`config.mk`:
```
export PLATFORM = sky130hd
export DESIGN_NAME = dram_addr_mux
export DESIGN_NICKNAME = d
export VERILOG_FILES = /design/src/rtl/dmx_pkg.sv /design/src/rtl/dmx_req_latch.sv /design/src/rtl/dmx_phase_ctl.sv /design/src/rtl/dmx_rfsh_ctr.sv /design/src/rtl/dmx_addr_mux.sv /design/src/rtl/dram_addr_mux.sv
export SDC_FILE = /design/constraint.sdc
export NUM_CORES = 1
export LEC_CHECK = 0
export CORE_MARGIN = 3
export CORE_UTILIZATION = 50
export DETAILED_ROUTE_END_ITERATION = 16
export GPL_TIMING_DRIVEN = 0
export PLACE_DENSITY = 0.72
export SYNTH_ARGS = -nofsm -noshare
export SYNTH_HDL_FRONTEND = slang
export SYNTH_HIERARCHICAL = 1
export SYNTH_SLANG_ARGS = --single-unit
```
`constraint.sdc`:
```
create_clock -name clk -period 3.5 [get_ports clk]
set_input_delay 0.7 -clock clk [delete_from_list [all_inputs] [get_ports clk]]
set_output_delay 0.7 -clock clk [all_outputs]
set_load 0.01 [all_outputs]
```
`src/rtl/dmx_pkg.sv`:
```
package dmx_pkg;

   typedef enum logic [2:0] {
      PH_IDLE = 3'd0,
      PH_ROW  = 3'd1,
      PH_RAS  = 3'd2,
      PH_COL  = 3'd3,
      PH_CAS  = 3'd4,
      PH_PRE  = 3'd5
   } phase_e;

   // captured access request; a[i] is word-address bit Ai
   typedef struct packed {
      logic [20:1] a;
      logic        up;     // upper lane wanted
      logic        lo;     // lower lane wanted
      logic        wr;     // write transfer
      logic        bank;   // legacy bank select
   } acc_t;

   localparam int MA_W = 10;

endpackage

```
`src/rtl/dmx_req_latch.sv`:
```
module dmx_req_latch
   import dmx_pkg::*;
(
   input  logic clk,
   input  logic rst_n,
   input  logic req,
   input  acc_t req_acc,
   input  logic refresh_req,
   input  logic take_acc,
   input  logic take_rf,
   output logic acc_pend,
   output logic rf_pend,
   output acc_t cur_acc
);

   acc_t pend_acc;

   // waiting access: a new request overrides a same-cycle take
   always_ff @(posedge clk or negedge rst_n) begin
      if (!rst_n) begin
         acc_pend <= 1'b0;
         pend_acc <= '0;
      end else if (req) begin
         acc_pend <= 1'b1;
         pend_acc <= req_acc;
      end else if (take_acc) begin
         acc_pend <= 1'b0;
      end
   end

   // running access, copied when the sequencer takes it
   always_ff @(posedge clk or negedge rst_n) begin
      if (!rst_n)        cur_acc <= '0;
      else if (take_acc) cur_acc <= pend_acc;
   end

   always_ff @(posedge clk or negedge rst_n) begin
      if (!rst_n)           rf_pend <= 1'b0;
      else if (refresh_req) rf_pend <= 1'b1;
      else if (take_rf)     rf_pend <= 1'b0;
   end

   AST_TAKE_NEEDS_PEND: assert property (@(posedge clk) disable iff (!rst_n)
      (take_acc || take_rf) |-> (acc_pend || rf_pend)) else $error("take without pending request");

endmodule

```
`src/rtl/dmx_phase_ctl.sv`:
```
module dmx_phase_ctl
   import dmx_pkg::*;
#(
   parameter int T_ROW = 1,
   parameter int T_RAS = 2,
   parameter int T_COL = 1,
   parameter int T_CAS = 2,
   parameter int T_PRE = 1
)(
   input  logic   clk,
   input  logic   rst_n,
   input  logic   acc_pend,
   input  logic   rf_pend,
   output phase_e phase,
   output logic   rfsh,
   output logic   take_acc,
   output logic   take_rf,
   output logic   rf_done
);

   localparam int TSUM = T_ROW + T_RAS + T_COL + T_CAS + T_PRE;
   localparam int TW   = $clog2(TSUM + 1);

   logic [TW-1:0] tmr;
   logic          last;
   phase_e        nxt;

   function automatic logic [TW-1:0] span_m1(input phase_e p);
      case (p)
         PH_ROW:  span_m1 = TW'(T_ROW - 1);
         PH_RAS:  span_m1 = TW'(T_RAS - 1);
         PH_COL:  span_m1 = TW'(T_COL - 1);
         PH_CAS:  span_m1 = TW'(T_CAS - 1);
         PH_PRE:  span_m1 = TW'(T_PRE - 1);
         default: span_m1 = '0;
      endcase
   endfunction

   assign last     = (tmr == '0);
   assign take_rf  = (phase == PH_IDLE) && rf_pend;
   assign take_acc = (phase == PH_IDLE) && !rf_pend && acc_pend;
   assign rf_done  = (phase == PH_RAS) && rfsh && last;

   always_comb begin
      nxt = phase;
      if (phase == PH_IDLE) begin
         if (rf_pend || acc_pend) nxt = PH_ROW;
      end else if (last) begin
         case (phase)
            PH_ROW:  nxt = PH_RAS;
            PH_RAS:  nxt = rfsh ? PH_PRE : PH_COL;
            PH_COL:  nxt = PH_CAS;
            PH_CAS:  nxt = PH_PRE;
            default: nxt = PH_IDLE;
         endcase
      end
   end

   always_ff @(posedge clk or negedge rst_n) begin
      if (!rst_n) begin
         phase <= PH_IDLE;
         tmr   <= '0;
         rfsh  <= 1'b0;
      end else begin
         phase <= nxt;
         if (nxt != phase) tmr <= span_m1(nxt);
         else if (!last)   tmr <= tmr - 1'b1;
         if (take_rf)       rfsh <= 1'b1;
         else if (take_acc) rfsh <= 1'b0;
      end
   end

   AST_PHASE_HOLD: assert property (@(posedge clk) disable iff (!rst_n)
      (phase != PH_IDLE && !last) |=> (phase == $past(phase))) else $error("phase left early");
   AST_RFSH_SKIPS_COL: assert property (@(posedge clk) disable iff (!rst_n)
      (phase == PH_RAS && rfsh && last) |=> (phase == PH_PRE)) else $error("refresh entered column");

endmodule

```
`src/rtl/dmx_rfsh_ctr.sv`:
```
module dmx_rfsh_ctr #(
   parameter int W = 10
)(
   input  logic         clk,
   input  logic         rst_n,
   input  logic         step,
   output logic [W-1:0] row
);

   always_ff @(posedge clk or negedge rst_n) begin
      if (!rst_n)    row <= '0;
      else if (step) row <= row + 1'b1;
   end

endmodule

```
`src/rtl/dmx_addr_mux.sv`:
```
module dmx_addr_mux
   import dmx_pkg::*;
(
   input  logic [20:1]     a,
   input  logic [MA_W-1:0] rf_row,
   input  logic            drive,
   input  logic            col_sel,
   input  logic            rfsh,
   input  logic            wide,
   output logic [MA_W-1:0] ma
);

   logic [MA_W-1:0] row_ma, col_ma, raw;

   // low nine row lines take a contiguous run starting at A9
   for (genvar i = 0; i < 9; i++) begin : g_row
      assign row_ma[i] = a[i + 9];
   end
   assign row_ma[9] = a[19];

   // low eight column lines take a contiguous run starting at A1
   for (genvar i = 0; i < 8; i++) begin : g_col
      assign col_ma[i] = a[i + 1];
   end
   assign col_ma[8] = a[18];
   assign col_ma[9] = a[20];

   always_comb begin
      if (!drive)       raw = '0;
      else if (rfsh)    raw = rf_row;
      else if (col_sel) raw = col_ma;
      else              raw = row_ma;
   end

   assign ma = {wide & raw[9], raw[8:0]};

endmodule

```
`src/rtl/dram_addr_mux.sv`:
```
module dram_addr_mux
   import dmx_pkg::*;
#(
   parameter int T_ROW  = 1,
   parameter int T_RAS  = 2,
   parameter int T_COL  = 1,
   parameter int T_CAS  = 2,
   parameter int T_PRE  = 1,
   parameter int RFSH_W = 10
)(
   input  logic        clk,
   input  logic        rst_n,
   input  logic        req,
   input  logic [20:1] cpu_addr,
   input  logic        hi_byte_n,
   input  logic        lo_byte_n,
   input  logic        rd_wr_n,
   input  logic        bank_hi,
   input  logic        mode_10b,
   input  logic        refresh_req,
   output logic [9:0]  dram_addr,
   output logic        ras_a_n,
   output logic        ras_b_n,
   output logic        cas_hi_n,
   output logic        cas_lo_n,
   output logic        we_n
);

   if (T_ROW < 1 || T_RAS < 1 || T_COL < 1 || T_CAS < 1 || T_PRE < 1) begin : g_bad_timing
      $error("every phase must last at least one clock");
   end
   if (RFSH_W < MA_W) begin : g_bad_rfsh
      $error("refresh counter narrower than the address bus");
   end

   acc_t   req_acc, cur_acc;
   logic   acc_pend, rf_pend, take_acc, take_rf, rf_done, rfsh;
   phase_e phase;
   logic [RFSH_W-1:0] rf_row;
   logic   ras_on, col_on, cas_on, ras_a, ras_b;

   assign req_acc = '{a: cpu_addr, up: !hi_byte_n, lo: !lo_byte_n,
                      wr: !rd_wr_n, bank: bank_hi};

   dmx_req_latch u_req (
      .clk(clk), .rst_n(rst_n), .req(req), .req_acc(req_acc),
      .refresh_req(refresh_req), .take_acc(take_acc), .take_rf(take_rf),
      .acc_pend(acc_pend), .rf_pend(rf_pend), .cur_acc(cur_acc));

   dmx_phase_ctl #(.T_ROW(T_ROW), .T_RAS(T_RAS), .T_COL(T_COL),
                   .T_CAS(T_CAS), .T_PRE(T_PRE)) u_seq (
      .clk(clk), .rst_n(rst_n), .acc_pend(acc_pend), .rf_pend(rf_pend),
      .phase(phase), .rfsh(rfsh), .take_acc(take_acc), .take_rf(take_rf),
      .rf_done(rf_done));

   dmx_rfsh_ctr #(.W(RFSH_W)) u_rc (
      .clk(clk), .rst_n(rst_n), .step(rf_done), .row(rf_row));

   assign ras_on = (phase == PH_RAS) || (phase == PH_COL) || (phase == PH_CAS);
   assign col_on = (phase == PH_COL) || (phase == PH_CAS);
   assign cas_on = (phase == PH_CAS) && !rfsh;

   dmx_addr_mux u_mux (
      .a(cur_acc.a), .rf_row(rf_row[MA_W-1:0]),
      .drive(phase != PH_IDLE && phase != PH_PRE),
      .col_sel(col_on), .rfsh(rfsh), .wide(mode_10b), .ma(dram_addr));

   // refresh asserts both lines; wide mode steers accesses to line a
   assign ras_a = ras_on && (rfsh || mode_10b || !cur_acc.bank);
   assign ras_b = ras_on && (rfsh || (!mode_10b && cur_acc.bank));

   assign ras_a_n  = !ras_a;
   assign ras_b_n  = !ras_b;
   assign cas_hi_n = !(cas_on && cur_acc.up);
   assign cas_lo_n = !(cas_on && cur_acc.lo);
   assign we_n     = !(col_on && !rfsh && cur_acc.wr);

   AST_IDLE_QUIET: assert property (@(posedge clk) disable iff (!rst_n)
      (phase == PH_IDLE) |-> (ras_a_n && ras_b_n && cas_hi_n && cas_lo_n && we_n && dram_addr == '0))
      else $error("strobe active while idle");
   AST_CAS_UNDER_RAS: assert property (@(posedge clk) disable iff (!rst_n)
      (!cas_hi_n || !cas_lo_n) |-> (!ras_a_n || !ras_b_n)) else $error("column strobe without row strobe");
   AST_RFSH_NO_CAS: assert property (@(posedge clk) disable iff (!rst_n)
      (rfsh && phase != PH_IDLE) |-> (cas_hi_n && cas_lo_n && we_n)) else $error("column strobe in refresh");
   AST_ROW_HELD: assert property (@(posedge clk) disable iff (!rst_n)
      (phase == PH_RAS && $past(phase) == PH_RAS) |-> $stable(dram_addr)) else $error("row moved under strobe");
   AST_WIDE_ONE_RAS: assert property (@(posedge clk) disable iff (!rst_n)
      (mode_10b && !rfsh) |-> ras_b_n) else $error("second row strobe in wide mode");
   AST_LEGACY_NO_MA9: assert property (@(posedge clk) disable iff (!rst_n)
      (!mode_10b) |-> (dram_addr[9] == 1'b0)) else $error("tenth line driven in legacy mode");
   AST_RF_FIRST: assert property (@(posedge clk) disable iff (!rst_n)
      (phase == PH_IDLE && rf_pend) |=> (rfsh && phase == PH_ROW)) else $error("refresh not served first");
   AST_RFSH_ADV: assert property (@(posedge clk) disable iff (!rst_n)
      (phase == PH_PRE && rfsh && $past(phase) == PH_RAS) |-> (rf_row == $past(rf_row) + 1'b1))
      else $error("refresh row did not advance");
   AST_WE_WRITE_ONLY: assert property (@(posedge clk) disable iff (!rst_n)
      (!we_n) |-> (cur_acc.wr && !ras_a_n || cur_acc.wr && !ras_b_n)) else $error("write enable on read");

endmodule

```
==> summary.txt, run 1 <==
Status
  – Outcome: finished, final reports clean

Place
  – Routability Congestion: roughly 0.81
  – Post-DP HPWL: approximately 4 mm
  – Placed Instance Area: between 3000 and 4000 sq um
  – # port buffers: 42

STA
  – Max frequency: a little over 300 MHz
  – RSZ-0062 raised after global routing: no
  – Final Hold Viols: 0
  – Tcrit/Tclk final: 0.935
  – # setup viols final: 0
  – Max-slew violation count: 0
  – Final worst path period need: 3.27 ns
  – Slew HR: 0.447
  – Clock Skew: roughly 0.008 ns
  – Hold slack: ~0.46 ns
  – Slew @ Worst Pin: a little over 0.8 ns

Layout
  – Layout Utilization: 0.652
  – N_diodes: 0
  – Nets: between 300 and 400
  – Layout cells sized above 1: 0.314
  – Final Instance Area: 4020 sq um
  – Area delta synth->final: 21.8%

Power
  – Peak supply drop: just under 0.6 mV
  – Total chip power: about 3.1 mW
  – Leak: about 1.9 nW
  – Pwr/cell area: approximately 780 nW/um^2

Clocking
  – Clk Latency, worst-skew pair: ~0.34 ns
  – Clock buffer depth: 2
  – PostCTS Resize Cnt: 0
  – Clock sinks: 67
  – H-tree depth: 3
  – Total CTS buffers: 9
  – Setup bufs post-CTS: 0
  – Number of hold buffers added after CTS: 0
  – Clock slew at the register clock pins of the worst setup and hold paths: approximately 0.07 ns
  – CTS root buf: clkbuf_8
  – CTS tree: done

Critical path
  – Max FO, Critical Path: 11
  – Arrival time at the worst endpoint: 2.57 ns
  – Worst setup EP type: output pin
  – Critical-path cell list: nor3b_2 > or2_1 > buf_6 > mux2_2 > o211a_1 > clkdlybuf4s50_1
  – Crit Path Category: flip-flop to output pin
  – CP startpoint kind: flip-flop
  – Largest stage delay, worst path: approximately 0.53 ns
  – Slowest CP cell: dfrtp_1
  – CP Data Required Time: ~2.8 ns

Yosys
  – Asr flop ratio synth: 1.00
  – Synth unique cells: 38
  – Mapped Avg Cell Area: 14.0 sq um
  – Synth top area share: 0.508
  – #FFs+latches synth: between 60 and 70
  – Top cells by area, synth: dfrtp_1 51%, mux2_4 18%, mux2_2 6.8%
  – Post-synth EDFFs: 0
  – Post-synthesis cell count: 235
  – Cell taking the most area after synthesis: dfrtp_1
  – Sequential-to-total area share from yosys stat: 0.508
  – Mapped Area: 3300 sq um
  – Synth Warn #: 6
  – Prevailing post-synth register cell: dfrtp_1
  – Syn nets: 267

Die
  – Core area: roughly 6200 sq um
  – Initial Util: 0.535
  – Num ports: 44
  – Row count: 28
  – Die Area: 7610 sq um
  – Die width: 87.3 um
  – Die H: approximately 87 um

Global routing
  – Vias in the first global route: between 2000 and 2500
  – Met3 Use GR: 0.0587
  – Initial antenna violation count: 0
  – GR Overflow Total: 0
  – First-pass GRT wire length: 10.3 mm
  – M1 GR Usage: 0.234
  – Global Route met2 Usage: 0.279
  – GRT Total Usage: 0.180
  – Largest net degree at the start of global routing: 68
  – Gr busiest metal: met2

Route
  – TritonRoute pass-1 iters: 5
  – Wirelength per Cell: 16.4 um
  – Detailed-route DRC error count: 0
  – DRT iter0 DRCs: between 90 and 100
  – Routed Antenna Nets: 0
  – Via count: around 2000
  – Total Routed Length: between 6 and 7 mm
  – Vias/cell: 5.39

Flow run
  – MaxCap Viol Count: 0

Hold path
  – Hold/Removal Path Class: input pin to async pin
[where the power goes]
group	total, mW	leakage, nW	switching, mW	internal, mW
Clock	0.679	0.103	0.280	0.399
Sequential	1.18	0.815	0.185	0.998
Combinational	1.29	0.959	0.511	0.775
Total	3.15	1.88	0.976	2.17
[synthesized netlist by cell type, types with 3 or more instances]
cell	count
nand2_1	9
mux2_2	20
mux2_4	39
o211a_1	9
xnor2_1	4
buf_12	4
ha_1	3
nor3_2	3
nor2b_1	3
buf_2	3
dfrtp_1	67
nand4_1	3
o21ai_0	4
a21o_1	4
nand2b_1	11
inv_1	9
o32ai_1	3
nor2_1	8
buf_6	3
xor2_1	6
[through the flow]
step	TNS (ns)	instances	worst slack, ns
2_1_floorplan	0	235	1.21
3_3_place_gp	-34.17	352	-0.514
3_5_place_dp	0	352	0.587
4_1_cts	0	368	0.196
5_1_grt	0	368	0.126
6_report	0	368	0.226
[cell type report]
cell class                      instances  area, sq um
Inverter                               11         41.3
Timing Repair Buffer                   42          418
Clock inverter                          5         77.6
Clock buffer                           11          131
Tap cell                               75         93.8
Sequential cell                        67         1680
Buffer                                 11          133
Multi-Input combinational cell        146         1450
Fill cell                             474         2140
[registers in the layout, summed over array words and instances (netlist names)]
signal and count:
u_rc/row 10, u_req/acc_pend 1, u_req/cur_acc 24, u_req/pend_acc 24, u_req/rf_pend 1, u_seq/phase 3
u_seq/rfsh 1, u_seq/tmr 3
[worst paths after layout]
| check | to | slack, ns | cells after the start | start |
|---|---|---|---|---|
| min in group clk | u_rc/row[9] | 0.47 | 1 | u_rc/row[9] |
| max in group asynchronous | u_seq/phase[0] | 2.50 | 1 | rst_n |
| max | dram_addr[5] | 0.23 | 6 | u_seq/phase[0] |
| min | u_req/pend_acc[15] | 0.46 | 1 | rst_n |
| max reg2reg | u_rc/row[8] | 1.35 | 9 | u_seq/tmr[0] |
| min reg2reg | u_rc/row[9] | 0.47 | 1 | u_rc/row[9] |
[worst max-delay path: cells and delay by family (launching register included)]
kind / cells / cell delay (ns)
flops: 1 / 0.53
simple gates: 2 / 0.49
buf+inv: 2 / 0.65
mux: 1 / 0.36
compound gates: 1 / 0.22
[placed cells by master (no fill, tap or decap), types with 4 or more instances in the layout]
| master | instances |
|---|---|
| o21ai_0 | 4 |
| clkdlybuf4s50_1 | 41 |
| inv_1 | 9 |
| nand2_1 | 9 |
| nand2b_1 | 11 |
| xor2_1 | 6 |
| nor2_1 | 8 |
| o211a_1 | 9 |
| a21o_1 | 4 |
| dfrtp_1 | 67 |
| xnor2_1 | 4 |
| mux2_4 | 39 |
| mux2_2 | 20 |
| buf_12 | 4 |
| clkbuf_8 | 9 |
[cells by family (layout without fill, tap and decap cells)]
group,count (synthesis),in the layout,share of synthesized area
adders and majority gates,3,3,0.0114
xor gates and xnor gates,10,10,0.0265
muxes,59,59,0.246
DFF,67,67,0.508
and+or+nand+nor,47,47,0.0864
AOI/OAI and AO/OA,27,27,0.0694
buffers and inverters,22,80,0.0527
[routing by layer]
| metal | part of all wire | vias up |
|---|---|---|
| met4 | 0.014 | 0 |
| met3 | 0.067 | 8 |
| met5 | 0 | - |
| met1 | 0.45 | 976 |
| li1 | - | 943 |
| met2 | 0.47 | 56 |
Power figures use the tool's default switching activity.
==> inputs of run 2 (changes only) <==
--- a/config.mk
+++ b/config.mk
@@ -5,6 +5,7 @@
 export SDC_FILE = /design/constraint.sdc
 export NUM_CORES = 1
 export LEC_CHECK = 0
+export CAP_MARGIN = 20
 export CORE_MARGIN = 3
 export CORE_UTILIZATION = 50
 export DETAILED_ROUTE_END_ITERATION = 16
==> results of run 2 <==
Same layout as run 1: the final DEF is identical, and so are final timing and power.
==> inputs of run 3 (changes only) <==
--- a/config.mk
+++ b/config.mk
@@ -11,6 +11,7 @@
 export DETAILED_ROUTE_END_ITERATION = 16
 export GPL_TIMING_DRIVEN = 0
 export PLACE_DENSITY = 0.72
+export SLEW_MARGIN = 20
 export SYNTH_ARGS = -nofsm -noshare
 export SYNTH_HDL_FRONTEND = slang
 export SYNTH_HIERARCHICAL = 1
==> summary.txt, run 3 (synthesized netlist as in run 1, its figures left out) <==
STA
  – Final Hold Viols: 0 (unchanged)
  – Max-slew violation count: 0 (unchanged)
  – Clock Skew: 0.00748 ns (-0.000474 ns)
  – Setup TNS: 0 ns (unchanged)
  – # setup viols final: 0 (unchanged)
  – Max frequency: 302 MHz (-1.0%)
  – RSZ-0062 raised after global routing: no
  – Slew @ Worst Pin: 0.439 ns (-0.391 ns)
  – Tcrit/Tclk final: 0.945 (+0.00965)
  – Setup ws final: 0.192 ns (-0.0338 ns)
  – Final worst path period need: 3.31 ns (+0.0338 ns)
  – Slew HR: 0.708 (+0.261)

Global routing
  – GR Overflow Total: 0 (unchanged)
  – GRT Total Usage: 0.184 (+0.00403)
  – Vias in the first global route: 2126 (+1.7%)
  – Largest net degree at the start of global routing: 43 (-37%)
  – Initial antenna violation count: 0 (unchanged)
  – First-pass GRT wire length: 10.5 mm (+2.4%)

Critical path
  – Worst setup EP type: output pin
  – Largest stage delay, worst path: 0.54 ns (about the same)
  – Worst path bufs/invs: 2 (unchanged)
  – Critical-path cell list: nor3b_2 > or2_1 > buf_6 > mux2_2 > o211a_1 > clkdlybuf4s50_1
  – Crit Path Category: flip-flop to output pin
  – Slowest CP cell: dfrtp_1
  – CP top delay family: buffers and inverters
  – CP Data Required Time: 2.80 ns (about the same)
  – CP startpoint kind: flip-flop
  – Arrival time at the worst endpoint: 2.61 ns (+0.04 ns)
  – Max FO, Critical Path: 11 (unchanged)

Die
  – Die width: 87.3 um (unchanged)
  – Die Area: 7610 sq um (unchanged)
  – Die H: 87.3 um (unchanged)
  – Num ports: 44 (unchanged)
  – Core area: 6170 sq um (unchanged)
  – Row count: 28 (unchanged)
  – Initial Util: 0.535 (unchanged)

Layout
  – Fill count: 478 (+0.84%)
  – Most frequent cells in the layout: 67 x dfrtp_1, 41 x clkdlybuf4s50_1, 39 x mux2_4
  – Commonest non-fill, non-tap cell in the layout: dfrtp_1
  – Nets: 321 (+0.31%)
  – Area delta synth->final: 23.1%
  – Post-route insts no fill: 368 (unchanged)
  – Layout cells sized above 1: 0.317 (+0.00341)
  – Register area: 1680 sq um (unchanged)
  – N_diodes: 0 (unchanged)
  – Top flop regs: u_req/cur_acc: 24 flops, u_req/pend_acc: 24 flops, u_rc/row: 10 flops
  – Area occupied by multi-input gates: 1450 sq um (unchanged)

Place
  – Placed insts: 353 (+0.28%)
  – DP Worst Slack: 0.571 ns (-0.0162 ns)
  – # port buffers: 42 (unchanged)
  – Routability Congestion: 0.807 (unchanged)
  – Post-DP HPWL: 4.26 mm (+3.4%)

Clocking
  – PostCTS Resize Cnt: 0 (unchanged)
  – Setup bufs post-CTS: 0 (unchanged)
  – CTS tree: done
  – CTS root buf: clkbuf_8
  – Total CTS buffers: 9 (unchanged)
  – Clk Latency, worst-skew pair: 0.34 ns (about the same)
  – H-tree depth: 3 (unchanged)
  – Clock slew at the register clock pins of the worst setup and hold paths: 0.07 ns (about the same)
  – Clock sinks: 67 (unchanged)
  – Number of hold buffers added after CTS: 0 (unchanged)
  – Clock buffer depth: 2 (unchanged)

Route
  – TritonRoute pass-1 iters: 4 (-1)
  – DRT iter0 DRCs: 50 (-45%)
  – Via count: 1984 (+0.050%)
  – Detailed-route DRC error count: 0 (unchanged)
  – Routed Antenna Nets: 0 (unchanged)
  – Vias/cell: 5.39 (about the same)
  – Total Routed Length: 6.07 mm (+0.30%)
  – Wirelength per Cell: 16.5 um (+0.30%)

Power
  – Peak supply drop: 0.433 mV (-25%)
  – Total chip power: 3.22 mW (+2.3%)
  – Pwr/cell area: 792 nW/um^2 (+1.2%)
  – Leak: 1.90 nW (+0.98%)

Hold path
  – Hold/Removal Path Class: input pin to async pin

Flow run
  – MaxCap Viol Count: 0 (unchanged)

Status
  – Outcome: finished, final reports clean
-- run 3: cell count changes in the layout (fill, tap and decap cells not counted), sizes merged --
cell    delta
bufinv     +1
clkbuf     -1
clkinv     -1
buf        +1
-- run 3: power breakdown --
| group | switching [mW] | internal (mW) | total, mW |
|---|---|---|---|
| Clock | 0.281 | 0.468 | 0.749 |
| Combinational | 0.509 | 0.777 | 1.29 |
| Sequential | 0.185 | 0.998 | 1.18 |
-- run 3: worst paths after layout --
check                                     endpoint  cells past startpoint      startpoint  slack, ns
worst max-delay path                  dram_addr[8]                      6  u_seq/phase[0]       0.19
worst min-delay path            u_req/pend_acc[10]                      1           rst_n       0.26
worst max register to register         u_rc/row[9]                      9    u_seq/tmr[0]       1.34
worst min register to register         u_rc/row[9]                      1     u_rc/row[9]       0.47
max in group asynchronous              u_rc/row[2]                      2           rst_n       2.72
min in group clk                       u_rc/row[9]                      1     u_rc/row[9]       0.47
-- run 3: layout make-up --
type                            instances  share of cell area
Buffer                                 11              0.0326
Inverter                               11              0.0102
Clock inverter                          5              0.0253
Timing Repair Buffer                   43               0.108
Sequential cell                        67               0.413
Tap cell                               75              0.0231
Multi-Input combinational cell        146               0.357
Clock buffer                           10              0.0314
-- run 3: through the flow --
stage | instance area (sq um) | util | hold WS [ns]
finish | 4060 | 0.659 | 0.258
CTS | 4060 | 0.659 | 0.256
global placement | 3810 | 0.619 | 0.448
floorplan | 3300 | - | 0.404
detailed placement | 3830 | 0.622 | 0.456
global route | 4060 | 0.659 | 0.270
-- run 3: layer usage --
layer / routed length [um] / vias to the layer above / GRT usage
met5: 0 / - / 0
li1: - / 941 / -
met2: 2770 / 44 / 0.277
met1: 2870 / 988 / 0.249
met4: 80 / 0 / 0.0586
met3: 348 / 11 / 0.0653
